## src/rtl/gpio_irq_pkg.sv

```systemverilog
package gpio_irq_pkg;

    // per-line detection style codes; 5..7 are reserved
    typedef enum logic [2:0] {
        STY_LVL_HI = 3'd0,
        STY_LVL_LO = 3'd1,
        STY_RISE   = 3'd2,
        STY_FALL   = 3'd3,
        STY_ANY    = 3'd4
    } style_e;

    // word indices of the register file
    localparam logic [2:0] REG_OUT  = 3'd0;
    localparam logic [2:0] REG_DIR  = 3'd1;
    localparam logic [2:0] REG_IN   = 3'd2;
    localparam logic [2:0] REG_STAT = 3'd3;
    localparam logic [2:0] REG_STYA = 3'd4;
    localparam logic [2:0] REG_STYB = 3'd5;

endpackage

```

## src/rtl/gpio_in_sync.sv

```systemverilog
module gpio_in_sync #(
    parameter int W = 16
) (
    input  logic         clk,
    input  logic         rst_n,
    input  logic [W-1:0] raw,
    output logic [W-1:0] cur,
    output logic [W-1:0] prev
);

    logic [W-1:0] meta_q;

    // two-flop synchroniser followed by a one-cycle history stage
    always_ff @(posedge clk or negedge rst_n) begin
        if (!rst_n) begin
            meta_q <= '0;
            cur    <= '0;
            prev   <= '0;
        end else begin
            meta_q <= raw;
            cur    <= meta_q;
            prev   <= cur;
        end
    end

endmodule

```

## src/rtl/gpio_line_detect.sv

```systemverilog
module gpio_line_detect
    import gpio_irq_pkg::*;
(
    input  logic       clk,
    input  logic       rst_n,
    input  logic [2:0] style,
    input  logic       cur,
    input  logic       prev,
    output logic       evt
);

    always_comb begin
        unique case (style)
            STY_LVL_HI: evt = cur;
            STY_LVL_LO: evt = ~cur;
            STY_RISE:   evt = cur & ~prev;
            STY_FALL:   evt = ~cur & prev;
            STY_ANY:    evt = cur ^ prev;
            default:    evt = 1'b0;
        endcase
    end

    // reserved codes stay silent
    p_reserved_quiet_r9: assert property (@(posedge clk) disable iff (!rst_n)
        (style > 3'd4) |-> !evt);

    // edge styles see nothing while the input is steady
    p_edge_steady_r7: assert property (@(posedge clk) disable iff (!rst_n)
        ((style == STY_RISE || style == STY_FALL || style == STY_ANY) && (cur == prev)) |-> !evt);

    // an active level always produces an event
    p_level_active_r6: assert property (@(posedge clk) disable iff (!rst_n)
        ((style == STY_LVL_HI && cur) || (style == STY_LVL_LO && !cur)) |-> evt);

endmodule

```

## src/rtl/gpio_irq_ctrl.sv

```systemverilog
module gpio_irq_ctrl
    import gpio_irq_pkg::*;
#(
    parameter int NLINES = 16,
    parameter int NIRQ   = 13,
    parameter int DW     = 32,
    parameter int AW     = 3,
    parameter int STY_W  = 3
) (
    input  logic              clk,
    input  logic              rst_n,
    input  logic              wr_en,
    input  logic              rd_en,
    input  logic [AW-1:0]     addr,
    input  logic [DW-1:0]     wdata,
    output logic [DW-1:0]     rdata,
    input  logic [NLINES-1:0] pad_in,
    output logic [NLINES-1:0] pad_out,
    output logic [NLINES-1:0] pad_drive,
    output logic [NIRQ-1:0]   irq
);

    localparam int LPR      = NLINES / 2;
    localparam int STY_BITS = LPR * STY_W;

    logic [NLINES-1:0]   out_q, dir_q, status_q;
    logic [STY_BITS-1:0] sty_a_q, sty_b_q;
    logic [NLINES-1:0]   in_cur, in_prev, evt;
    logic [NLINES-1:0]   clr_mask;
    logic [DW-1:0]       rd_mux;
    logic                st_wr;
    logic                unused_wdata_hi;

    assign unused_wdata_hi = ^wdata[DW-1:STY_BITS];

    gpio_in_sync #(.W(NLINES)) u_sync (
        .clk  (clk),
        .rst_n(rst_n),
        .raw  (pad_in),
        .cur  (in_cur),
        .prev (in_prev)
    );

    for (genvar i = 0; i < NLINES; i++) begin : g_line
        logic [STY_W-1:0] sty;
        if (i < LPR) begin : g_lo
            assign sty = sty_a_q[STY_W*i +: STY_W];
        end else begin : g_hi
            assign sty = sty_b_q[STY_W*(i-LPR) +: STY_W];
        end
        gpio_line_detect u_det (
            .clk  (clk),
            .rst_n(rst_n),
            .style(sty),
            .cur  (in_cur[i]),
            .prev (in_prev[i]),
            .evt  (evt[i])
        );
    end

    assign st_wr    = wr_en && (addr == REG_STAT);
    assign clr_mask = st_wr ? wdata[NLINES-1:0] : '0;

    // register file writes
    always_ff @(posedge clk or negedge rst_n) begin
        if (!rst_n) begin
            out_q   <= '0;
            dir_q   <= '1;
            sty_a_q <= '0;
            sty_b_q <= '0;
        end else if (wr_en) begin
            unique case (addr)
                REG_OUT:  out_q   <= wdata[NLINES-1:0];
                REG_DIR:  dir_q   <= wdata[NLINES-1:0];
                REG_STYA: sty_a_q <= wdata[STY_BITS-1:0];
                REG_STYB: sty_b_q <= wdata[STY_BITS-1:0];
                default:  ;
            endcase
        end
    end

    // sticky pending bits: detection wins over a same-cycle clear
    always_ff @(posedge clk or negedge rst_n) begin
        if (!rst_n) status_q <= '0;
        else        status_q <= (status_q & ~clr_mask) | evt;
    end

    always_comb begin
        rd_mux = '0;
        unique case (addr)
            REG_OUT:  rd_mux[NLINES-1:0]   = out_q;
            REG_DIR:  rd_mux[NLINES-1:0]   = dir_q;
            REG_IN:   rd_mux[NLINES-1:0]   = in_cur;
            REG_STAT: rd_mux[NLINES-1:0]   = status_q;
            REG_STYA: rd_mux[STY_BITS-1:0] = sty_a_q;
            REG_STYB: rd_mux[STY_BITS-1:0] = sty_b_q;
            default:  rd_mux = '0;
        endcase
    end

    always_ff @(posedge clk or negedge rst_n) begin
        if (!rst_n)     rdata <= '0;
        else if (rd_en) rdata <= rd_mux;
    end

    assign pad_out   = out_q;
    assign pad_drive = ~dir_q;
    assign irq       = status_q[NIRQ-1:0];

    // a written one clears its bit unless an event arrives together
    p_w1c_clears_r10: assert property (@(posedge clk) disable iff (!rst_n)
        st_wr |=> ((status_q & $past(wdata[NLINES-1:0] & ~evt)) == '0));

    // without a status write, pending bits never fall
    p_sticky_r10: assert property (@(posedge clk) disable iff (!rst_n)
        !st_wr |=> ((status_q & $past(status_q)) == $past(status_q)));

    // no register carries data above bit 23
    p_rdata_upper_r4: assert property (@(posedge clk) disable iff (!rst_n)
        rdata[DW-1:STY_BITS] == '0);

endmodule

```

## config.mk

```make
export PLATFORM = sky130hd
export DESIGN_NAME = gpio_irq_ctrl
export DESIGN_NICKNAME = d
export VERILOG_FILES = /design/src/rtl/gpio_irq_pkg.sv /design/src/rtl/gpio_in_sync.sv /design/src/rtl/gpio_line_detect.sv /design/src/rtl/gpio_irq_ctrl.sv
export SDC_FILE = /design/constraint.sdc
export NUM_CORES = 1
export LEC_CHECK = 0
export CORE_UTILIZATION = 49
export DETAILED_ROUTE_END_ITERATION = 16
export PLACE_DENSITY_LB_ADDON = 0.25
export SYNTH_ARGS = -nofsm -noshare
export SYNTH_HDL_FRONTEND = slang
export SYNTH_HIERARCHICAL = 1
export SYNTH_SLANG_ARGS = --single-unit
```

## constraint.sdc

```tcl
create_clock -name clk -period 1.45 [get_ports clk]
set_input_delay 0.3625 -clock clk [delete_from_list [all_inputs] [get_ports clk]]
set_output_delay 0.3625 -clock clk [all_outputs]
set_load 0.01 [all_outputs]
```

## Word-level counts from Yosys, hierarchy flattened

Cells that the tools add are included.
W data, S select, Z words.

- Word-level logic and storage cells: 203
- Input bits: 55
- Bits in registers: 168
- Output and inout port bits: 77

- Multiplexer cells: 19
- Bitwise operators: 84
- Eq/ne operators: 69
- Reductions and logical operators: 22

Operator list:

| kind | count |
|---|---|
| $eq A3 B2 Y1 const B | 34 |
| $pmux W16 S6 | 1 |
| $pmux W1 S5 | 16 |
| $eq A3 B3 Y1 const B | 18 |
| $eq A3 B1 Y1 const B | 17 |
| $logic_not A3 Y1 | 17 |
| $and A1 B1 Y1 | 32 |
| $not A1 Y1 | 32 |
| $not A16 Y16 | 2 |
| $and A16 B16 Y16 | 1 |
| $mux W16 | 1 |
| $or A16 B16 Y16 | 1 |
| $pmux W8 S2 | 1 |
| $xor A1 B1 Y1 | 16 |
| $reduce_and A2 Y1 | 4 |
| $logic_and A1 B1 Y1 | 1 |

## Depth between registers and ports, before layout

Gate-level depths: netlist of run 1.

- Depth after elaboration: 6
- Gate-level depth with buffers: 6

## Cells and area by module

Netlist of run 1, hierarchy kept.

Modules (own cells, without submodules):

| module | cells each | sequential area each (µm²) | times used | area each (µm²) |
|---|---|---|---|---|
| gpio_irq_ctrl | 445 | 3022.9 | 1 | 5739.3 |
| gpio_line_detect | 10 | 0.0 | 16 | 78.8 |
| gpio_in_sync | 48 | 1201.2 | 1 | 1201.2 |

## Worst setup path after synthesis of run 1

No wires, ideal clock.

- Path type: input -> register
- From: in addr[1]
- To: reg sty_a_q[10]
- Setup slack: -0.130 ns
- Arrival time: 1.455 ns
- Required time: 1.325 ns
- Library setup time: 0.125 ns
- Cell stages on the path: 5
- Path buffers: 2
- Path through: buf_6 > nand2b_4 > nor3b_4 > buf_6 > mux2_2

- Word-level cells in the longest chain between the ends: 2

RTL lines:

| item | line | text |
|---|---|---|
| start: declaration | gpio_irq_ctrl.sv:14 | `input logic [AW-1:0] addr,` |
| $eq A3 B3 Y1 | gpio_irq_ctrl.sv:72 | `unique case (addr)` |
| $reduce_and A2 Y1 (no line) | -- |  |
| end signal: assignment | gpio_irq_ctrl.sv:75 | `REG_STYA: sty_a_q <= wdata[STY_BITS-1:0];` |
| end: declaration | gpio_irq_ctrl.sv:27 | `logic [STY_BITS-1:0] sty_a_q, sty_b_q;` |

No other way between the ends.
A chain may end at the register's enable or synchronous reset.

## Final worst setup path of run 1

- From: reg u_sync.cur[7]
- To: reg status_q[7]

- Word-level cells in the longest chain between the ends: 4

RTL lines:

| item | line | text |
|---|---|---|
| start: declaration | gpio_in_sync.sv:7 | `output logic [W-1:0] cur,` |
| start signal: assignment | gpio_in_sync.sv:21 | `cur <= meta_q;` |
| $not A1 Y1 | gpio_line_detect.sv:15, gpio_line_detect.sv:17 |  |
| $and A1 B1 Y1 | gpio_line_detect.sv:17 | `STY_FALL: evt = ~cur & prev;` |
| $pmux W1 S5 (*) | gpio_line_detect.sv:13 | `unique case (style)` |
| net evt[7] | gpio_irq_ctrl.sv:28 | `logic [NLINES-1:0] in_cur, in_prev, evt;` |
| $or A16 B16 Y16 (*) | gpio_irq_ctrl.sv:85 | `else status_q <= (status_q & ~clr_mask) \| evt;` |
| end signal: assignment | gpio_irq_ctrl.sv:85 |  |
| end: declaration | gpio_irq_ctrl.sv:26 | `logic [NLINES-1:0] out_q, dir_q, status_q;` |

Mark *: on every way through the listed nets, which the timed path passes. The rest lies on a longest branch.

==> results of run 1 <==
registers in the layout, summed over array words and instances (netlist names):
signal / cells
rdata: 24
sty_a_q: 24
sty_b_q: 24
dir_q: 16
pad_out: 16
status_q: 16
u_sync/cur: 16
u_sync/meta_q: 16
u_sync/prev: 16
power by group through the flow:
stage | clock, uW | combinational [uW] | sequential (uW)
CTS | 4370 | 3610 | 6210
global placement | 0 | 3130 | 6260
global route | 4580 | 4010 | 6360
floorplan | 0 | 1720 | 6170
finish | 4320 | 3740 | 6270
detailed placement | 0 | 3240 | 6320
cell families (layout without fill, tap and decap cells):
kind of cell / after synthesis / in the layout / share of synthesized area [%]
AO/OA/AOI/OAI: 65 / 65 / 5.980
XOR/XNOR: 16 / 16 / 1.709
adder cells (fa/ha/maj): 32 / 32 / 4.882
buffers and inverters: 110 / 347 / 6.941
flip-flops: 168 / 168 / 51.50
multiplexers: 131 / 131 / 17.97
other: 1 / 8 / 0.04572
AND/OR/NAND/NOR: 130 / 130 / 10.97
routing by layer:
layer,global-route usage (%),vias to the layer above,share of wire (%)
met2,45.83,247,50
met1,33.03,3176,41
met4,12.98,0,3.5
met3,6.019,56,5.6
met5,0,-,0
li1,-,2759,-
layout make-up:
class,count,area (um^2),share of cell area (%)
clock buffers,21,460.4,4.031
clock inverters,11,100.1,0.8762
inverters,61,229.0,2.004
multi-input cells,382,3872,33.90
flip-flops and latches,168,4227,37.00
well taps,216,270.3,2.366
repair buffers,254,2265,19.82
repair_timing:
action / 4_1_cts / 5_1_grt
pin swaps: 41 / 9
hold buffers: 1 / 0
gates cloned: 3 / 1
buffers inserted: 46 / 7
endpoints found under the hold margin: 20 / 0
resized for setup: 269 / 86
endpoints found under the setup margin: 178 / 94
per-stage QoR:
step / setup TNS (ns) / std cells / util, % / worst slack [ns] / total power, uW
floorplan: -4.275 / 660 / - / -0.1282 / 7893
global placement: -61.41 / 1029 / 62.77 / -0.6155 / 9392
detailed placement: -64.38 / 1029 / 62.77 / -0.6299 / 9559
CTS: -0.8663 / 1105 / 70.12 / -0.05329 / 14200
global route: -1.888 / 1113 / 70.89 / -0.1085 / 14960
finish: -0.7447 / 1113 / 70.89 / -0.08316 / 14340
worst max path at each step:
stage                        from          end  slack, ns  cells after the start
detailed placement        addr[1]     rdata[7]      -0.63                      5
finish              u_sync/cur[7]  status_q[7]      -0.08                      5
global route        u_sync/cur[7]  status_q[7]      -0.11                      5
CTS                 u_sync/cur[7]  status_q[7]      -0.05                      6
global placement          addr[1]     rdata[7]      -0.62                      5
floorplan                 addr[1]  sty_a_q[10]      -0.13                      5
layout by cell type, fill, tap and decap left out, drive strengths merged, types with 11 or more instances in the layout:
master         Yosys  layout
dfstp             16      16
buf               39     166
inv               61      61
ha                32      32
clkbuf            10      42
nor3b             17      17
nand2             21      21
mux2             100     100
a22oi             13      13
a21o              16      16
nor3              18      18
or3               16      16
o221ai            12      12
dfrtp            152     152
nand2b            11      11
xnor2             16      16
clkdlybuf4s15      0      22
clkdlybuf4s50      0      41
nor4b             24      24
mux2i             28      28
==> results.md, run 1 <==
* Outcome: finished with violations
* Failing checks: setup timing
* Share of power burned in the clock network at 30.1%
* Critical path cell sequence: ha_2 -> mux2i_2 -> nor3b_2 -> or3_4 -> a21o_1
* X dimension of the die at 131.4 um
* Sw power at 4178 uW
* Combinational fraction of design power at 26.1%
* Category of the worst setup path launch point: register
* Clock Latency Late Sink at 0.43 ns
* Drt total wl at 22740 um
* Min Clock Period, post-route at 1.533 ns
* Antenna-violating nets left at 0
* Clock transition at the register clock pins on the worst setup and hold paths after CTS at 0.07 ns
* Fin crit share at 105.7%
* Diodes inserted at 0
* Max Cap Violations at 0
* Reg-to-reg slack, setup at -0.08 ns
* Post-route design area at 0.01142 mm^2
* Delay contributed by the slowest stage of the critical path at 0.44 ns
* Power per unit of standard cell area at 1255 mW/mm^2
* Primary FF master, synth: dfrtp_1
* Placed standard-cell area at 0.01012 mm^2
* Syn_area_per_cell at 12.56 um^2
* Distinct cell type count after synthesis at 44
* Clock H-tree levels at 4
* Number of I/O port buffers at 115
* Global-route wire length before repair at 36030 um
* Seq/Total Area, Yosys at 51.50%
* DIE AREA at 0.01726 mm^2
* TritonCTS buffer count at 17
* Post-synth top area share at 46.38%
* Hold path cells at 0
* Top-count cell post-synth: dfrtp_1
* DR vias at 6238
* Start point of the worst hold path: u_sync/meta_q[8]
* Number of sinks driven by the clock tree at 168
* Number of nets in the finished design at 971
* Top fanout value on the critical path at 4
* 1st-pass router iterations at 5
* Top cells by area, synth: dfrtp_1, mux2_2, dfstp_2, ha_1, mux2i_1
* 1st-iter DRT viols at 410
* Logic depth of the worst register-to-register path at 5
* Worst-case clock buffer depth at 2
* Capturing element type of the critical path: register
* Number of enable flip-flop cells after synthesis at 0
* DPL Wire Length at 15320 um
* Final worst setup slack at -0.08316 ns
* Number of antenna violations at the first check in global routing at 0
* Launching point of the worst reg2reg path: u_sync/cur[7]
* Vertical extent of the die at 131.4 um
* # fillers at 1121
* Cell-internal power at 10160 uW
* Path class of the lowest-slack min-delay path: register to register
* Cell leakage power at 0.005131 uW
* VDD IR max at 0.0009298 V
* Routed length per placed instance at 20.43 um
* Cell taking the most area after synthesis: dfrtp_1
* Max Fclk at 0.6522 GHz
* Endpoint arrival time on the critical path at 1.86 ns
* Vias per cell at 5.605
* Effective utilization at floorplan at 50.89%
* Cell with the largest stage delay on the worst path: dfrtp_1
* Unrepaired setup endpoints after global routing: true
* Hold Path Sink: u_sync/cur[8]
* Maximum number of pins on one net before global-route repair at 49
* Top-level port count at 132
* Site Rows at 46
* Residual overflow from global routing at 0
* Hold Slack at 0.3487 ns
* Count of final hold-check violations at 0
* Root Driver: clkbuf_16
* Core Region at 0.01612 mm^2
* Capture point of the worst reg-to-reg path: status_q[7]
* TritonCTS clock tree: built
* Fraction of layout instances using a drive strength above 1 at 46.93%
* Type of the worst setup path: register to register
* Clk_skew at 0.008333 ns
* Most common library cells after synthesis: dfrtp_1, mux2_2, inv_1
* Number of global-route vias before repair at 6726
* Required time at the worst-slack endpoint at 1.78 ns
* Global router's overall resource usage at 27.16%
* Routability-driven placement congestion ratio at 0.8813
* Growth of design area from synthesis to finish at 39.28%
* Sequential share of power at 43.8%
* Buffers plus inverters on the worst setup path at 0
* Synthesis warning total at 6
* Final setup violation count at 24
* Post-synthesis cell area at 0.008202 mm^2
* Remaining DRCs at 0
* Number of synthesized register bits at 168
* FFs w/ async S/R, synth at 100.0%
* Synthesized instance count at 653
* Switching power share of the total at 29.13%
* Cell family with the largest share of critical-path delay: flip-flops
* Max Slew Vio Count at 0
Note: power is estimated with default switching activity, not from simulation.
==> inputs of run 2 (changes only) <==
--- a/config.mk
+++ b/config.mk
@@ -6,9 +6,11 @@
 export NUM_CORES = 1
 export LEC_CHECK = 0
 export CORE_UTILIZATION = 49
+export CTS_CLUSTER_DIAMETER = 40
 export DETAILED_ROUTE_END_ITERATION = 16
 export PLACE_DENSITY_LB_ADDON = 0.25
 export SYNTH_ARGS = -nofsm -noshare
 export SYNTH_HDL_FRONTEND = slang
 export SYNTH_HIERARCHICAL = 1
 export SYNTH_SLANG_ARGS = --single-unit
+export TNS_END_PERCENT = 20
==> results.md, run 2 (synthesis results as in run 1) <==
* Cell leakage power at 0.004937 uW (-3.8%)
* Drt total wl at 21360 um (-6.1%)
* Root Driver: clkbuf_16
* Cell-internal power at 10450 uW (+2.8%)
* Highest-utilization routing layer at the global route stage: met2
* X dimension of the die at 131.4 um (unchanged)
* Number of nets in the finished design at 953 (-1.9%)
* Combinational fraction of design power at 22.4% (-3.7 points)
* Top-level port count at 132 (unchanged)
* Switching power share of the total at 27.79% (-1.3 points)
* Site Rows at 46 (unchanged)
* Most used cells in the layout excluding fill and tap cells: dfrtp_1, buf_4, mux2_2, inv_1, clkdlybuf4s50_1
* Clock transition at the register clock pins on the worst setup and hold paths after CTS at 0.07 ns (about the same)
* Effective utilization at floorplan at 50.89% (unchanged)
* Final worst setup slack at -0.07071 ns (+0.01245 ns)
* Crit path from: dir_q[13]
* DR vias at 6054 (-2.9%)
* Max Slew Vio Count at 0 (unchanged)
* Clock H-tree levels at 4 (unchanged)
* Category of the worst setup path launch point: register
* Count of final hold-check violations at 0 (unchanged)
* DIE AREA at 0.01726 mm^2 (unchanged)
* Global router's overall resource usage at 25.78% (-1.4 points)
* Placed standard-cell area at 0.01006 mm^2 (-0.57%)
* 1st-iter DRT viols at 330 (-20%)
* Number of global-route vias before repair at 6343 (-5.7%)
* Remaining DRCs at 0 (unchanged)
* Sw power at 4020 uW (-3.8%)
* Max Cap Violations at 0 (unchanged)
* Clk_skew at 0.006510 ns (-0.001824 ns)
* Fraction of layout instances using a drive strength above 1 at 41.98% (-5.0 points)
* 1st-pass router iterations at 5 (unchanged)
* Fraction of met3 tracks used by global routing at 5.748% (-0.27 points)
* Path class of the lowest-slack min-delay path: register to register
* Share of power burned in the clock network at 34.2% (+4.1 points)
* Unrepaired setup endpoints after global routing: true
* Required time at the worst-slack endpoint at 1.09 ns (-0.69 ns)
* VDD IR max at 0.0009008 V (-3.1%)
* Reg area at 0.004225 mm^2 (about the same)
* Area occupied by multi-input gates at 0.003520 mm^2 (-9.1%)
* Non-filler instance count after layout at 1095 (-1.6%)
* Post-route design area at 0.01086 mm^2 (-4.9%)
* Maximum number of pins on one net before global-route repair at 45 (-8.2%)
* Min Clock Period, post-route at 1.521 ns (-0.01245 ns)
* Power per unit of standard cell area at 1332 mW/mm^2 (+6.1%)
* Launching point of the worst reg2reg path: u_sync/cur[7]
* Cell Count Post-Placement at 1029 (unchanged)
* Met1 track demand over resource at 32.25% (-0.78 points)
* Diodes inserted at 0 (unchanged)
* Number of antenna violations at the first check in global routing at 0 (unchanged)
* Residual overflow from global routing at 0 (unchanged)
* Endpoint arrival time on the critical path at 1.16 ns (-0.70 ns)
* Clock Latency Late Sink at 0.43 ns (about the same)
* TritonCTS clock tree: built
* TritonCTS buffer count at 17 (unchanged)
* Final setup violation count at 22 (-8.3%)
* Max Fclk at 0.6576 GHz (+0.82%)
* Number of I/O port buffers at 115 (unchanged)
* Start point of the worst hold path: u_sync/meta_q[4]
* Sequential share of power at 43.4% (-0.4 points)
* Type of the worst setup path: register to output port
* Number of sinks driven by the clock tree at 168 (unchanged)
* Growth of design area from synthesis to finish at 32.45%
* Global-route wire length before repair at 34000 um (-5.6%)
* Global-route track usage on met2 at 43.44% (-2.4 points)
* Vertical extent of the die at 131.4 um (unchanged)
* Top fanout value on the critical path at 3 (-1)
* Routability-driven placement congestion ratio at 0.8699 (-1.3%)
* Top flop regs: rdata x24, sty_a_q x24, sty_b_q x24
* Vias per cell at 5.529 (-1.4%)
* Capturing element type of the critical path: output port
* Worst-case clock buffer depth at 2 (unchanged)
* Outcome: finished with violations
* Antenna-violating nets left at 0 (unchanged)
* Hold Slack at 0.3487 ns (+0.000007000 ns)
* # fillers at 1202 (+7.2%)
* Fin crit share at 104.9% (-0.86 points)
* Leading cell type in the layout, fill and taps excluded: dfrtp_1
* Routed length per placed instance at 19.51 um (-4.5%)
* Failing checks: setup timing
* Core Region at 0.01612 mm^2 (unchanged)
* Share of the core filled with cells in the final layout at 67.41% (-3.5 points)
* Post-Place Worst Slack at -0.6886 ns (-0.05872 ns)
* DPL Wire Length at 14870 um (-3.0%)
==> run 2: repair_timing <==
action / CTS / global route
gates cloned: 2 / 0
buffers inserted: 27 / 5
endpoints found under the setup margin: 167 / 91
hold buffers: 1 / 0
pin swaps: 19 / 7
gates resized for setup: 236 / 60
hold endpoints to repair: 21 / 0
==> run 2: worst paths after layout <==
kind,end,cells past startpoint,slack [ns]
max,pad_drive[13],2,-0.07
min,u_sync/cur[4],0,0.35
max reg2reg,status_q[7],5,-0.06
min reg2reg,u_sync/cur[4],0,0.35
max in group asynchronous,dir_q[9],3,0.50
min in group asynchronous,status_q[8],2,0.40
==> run 2: per-stage QoR <==
step	TNS (ns)	total power [uW]
3_5_place_dp	-64.61	9464
3_3_place_gp	-61.66	9312
5_1_grt	-2.205	15080
2_1_floorplan	-4.325	7836
6_report	-0.8411	14470
4_1_cts	-1.762	14480
==> run 2: cell type report <==
type,instances,area share (%)
Tap cell,216,2.488
Timing Repair Buffer,236,18.13
Sequential cell,168,38.90
Clock inverter,10,1.520
Inverter,61,2.108
Multi-Input combinational cell,382,32.40
Clock buffer,22,4.458
==> run 2: power groups by stage <==
stage                     clock (uW)  combinational, uW  sequential, uW
final                           4950               3240            6280
after global routing            5220               3500            6360
after CTS                       5020               3220            6240
after detailed placement           0               3110            6350
after global placement             0               3020            6300
after floorplan                    0               1670            6170
==> run 2: per-layer routing <==
metal	vias to the layer above	wire length, um
met5	-	0
met2	211	10680
met4	0	540
met1	3069	9008
li1	2728	-
met3	46	1133
==> run 2: critical path, cell delays in order, from the launching register on <==
cell     delay (ns)
dfstp_2        0.56
inv_2          0.06
buf_6          0.11
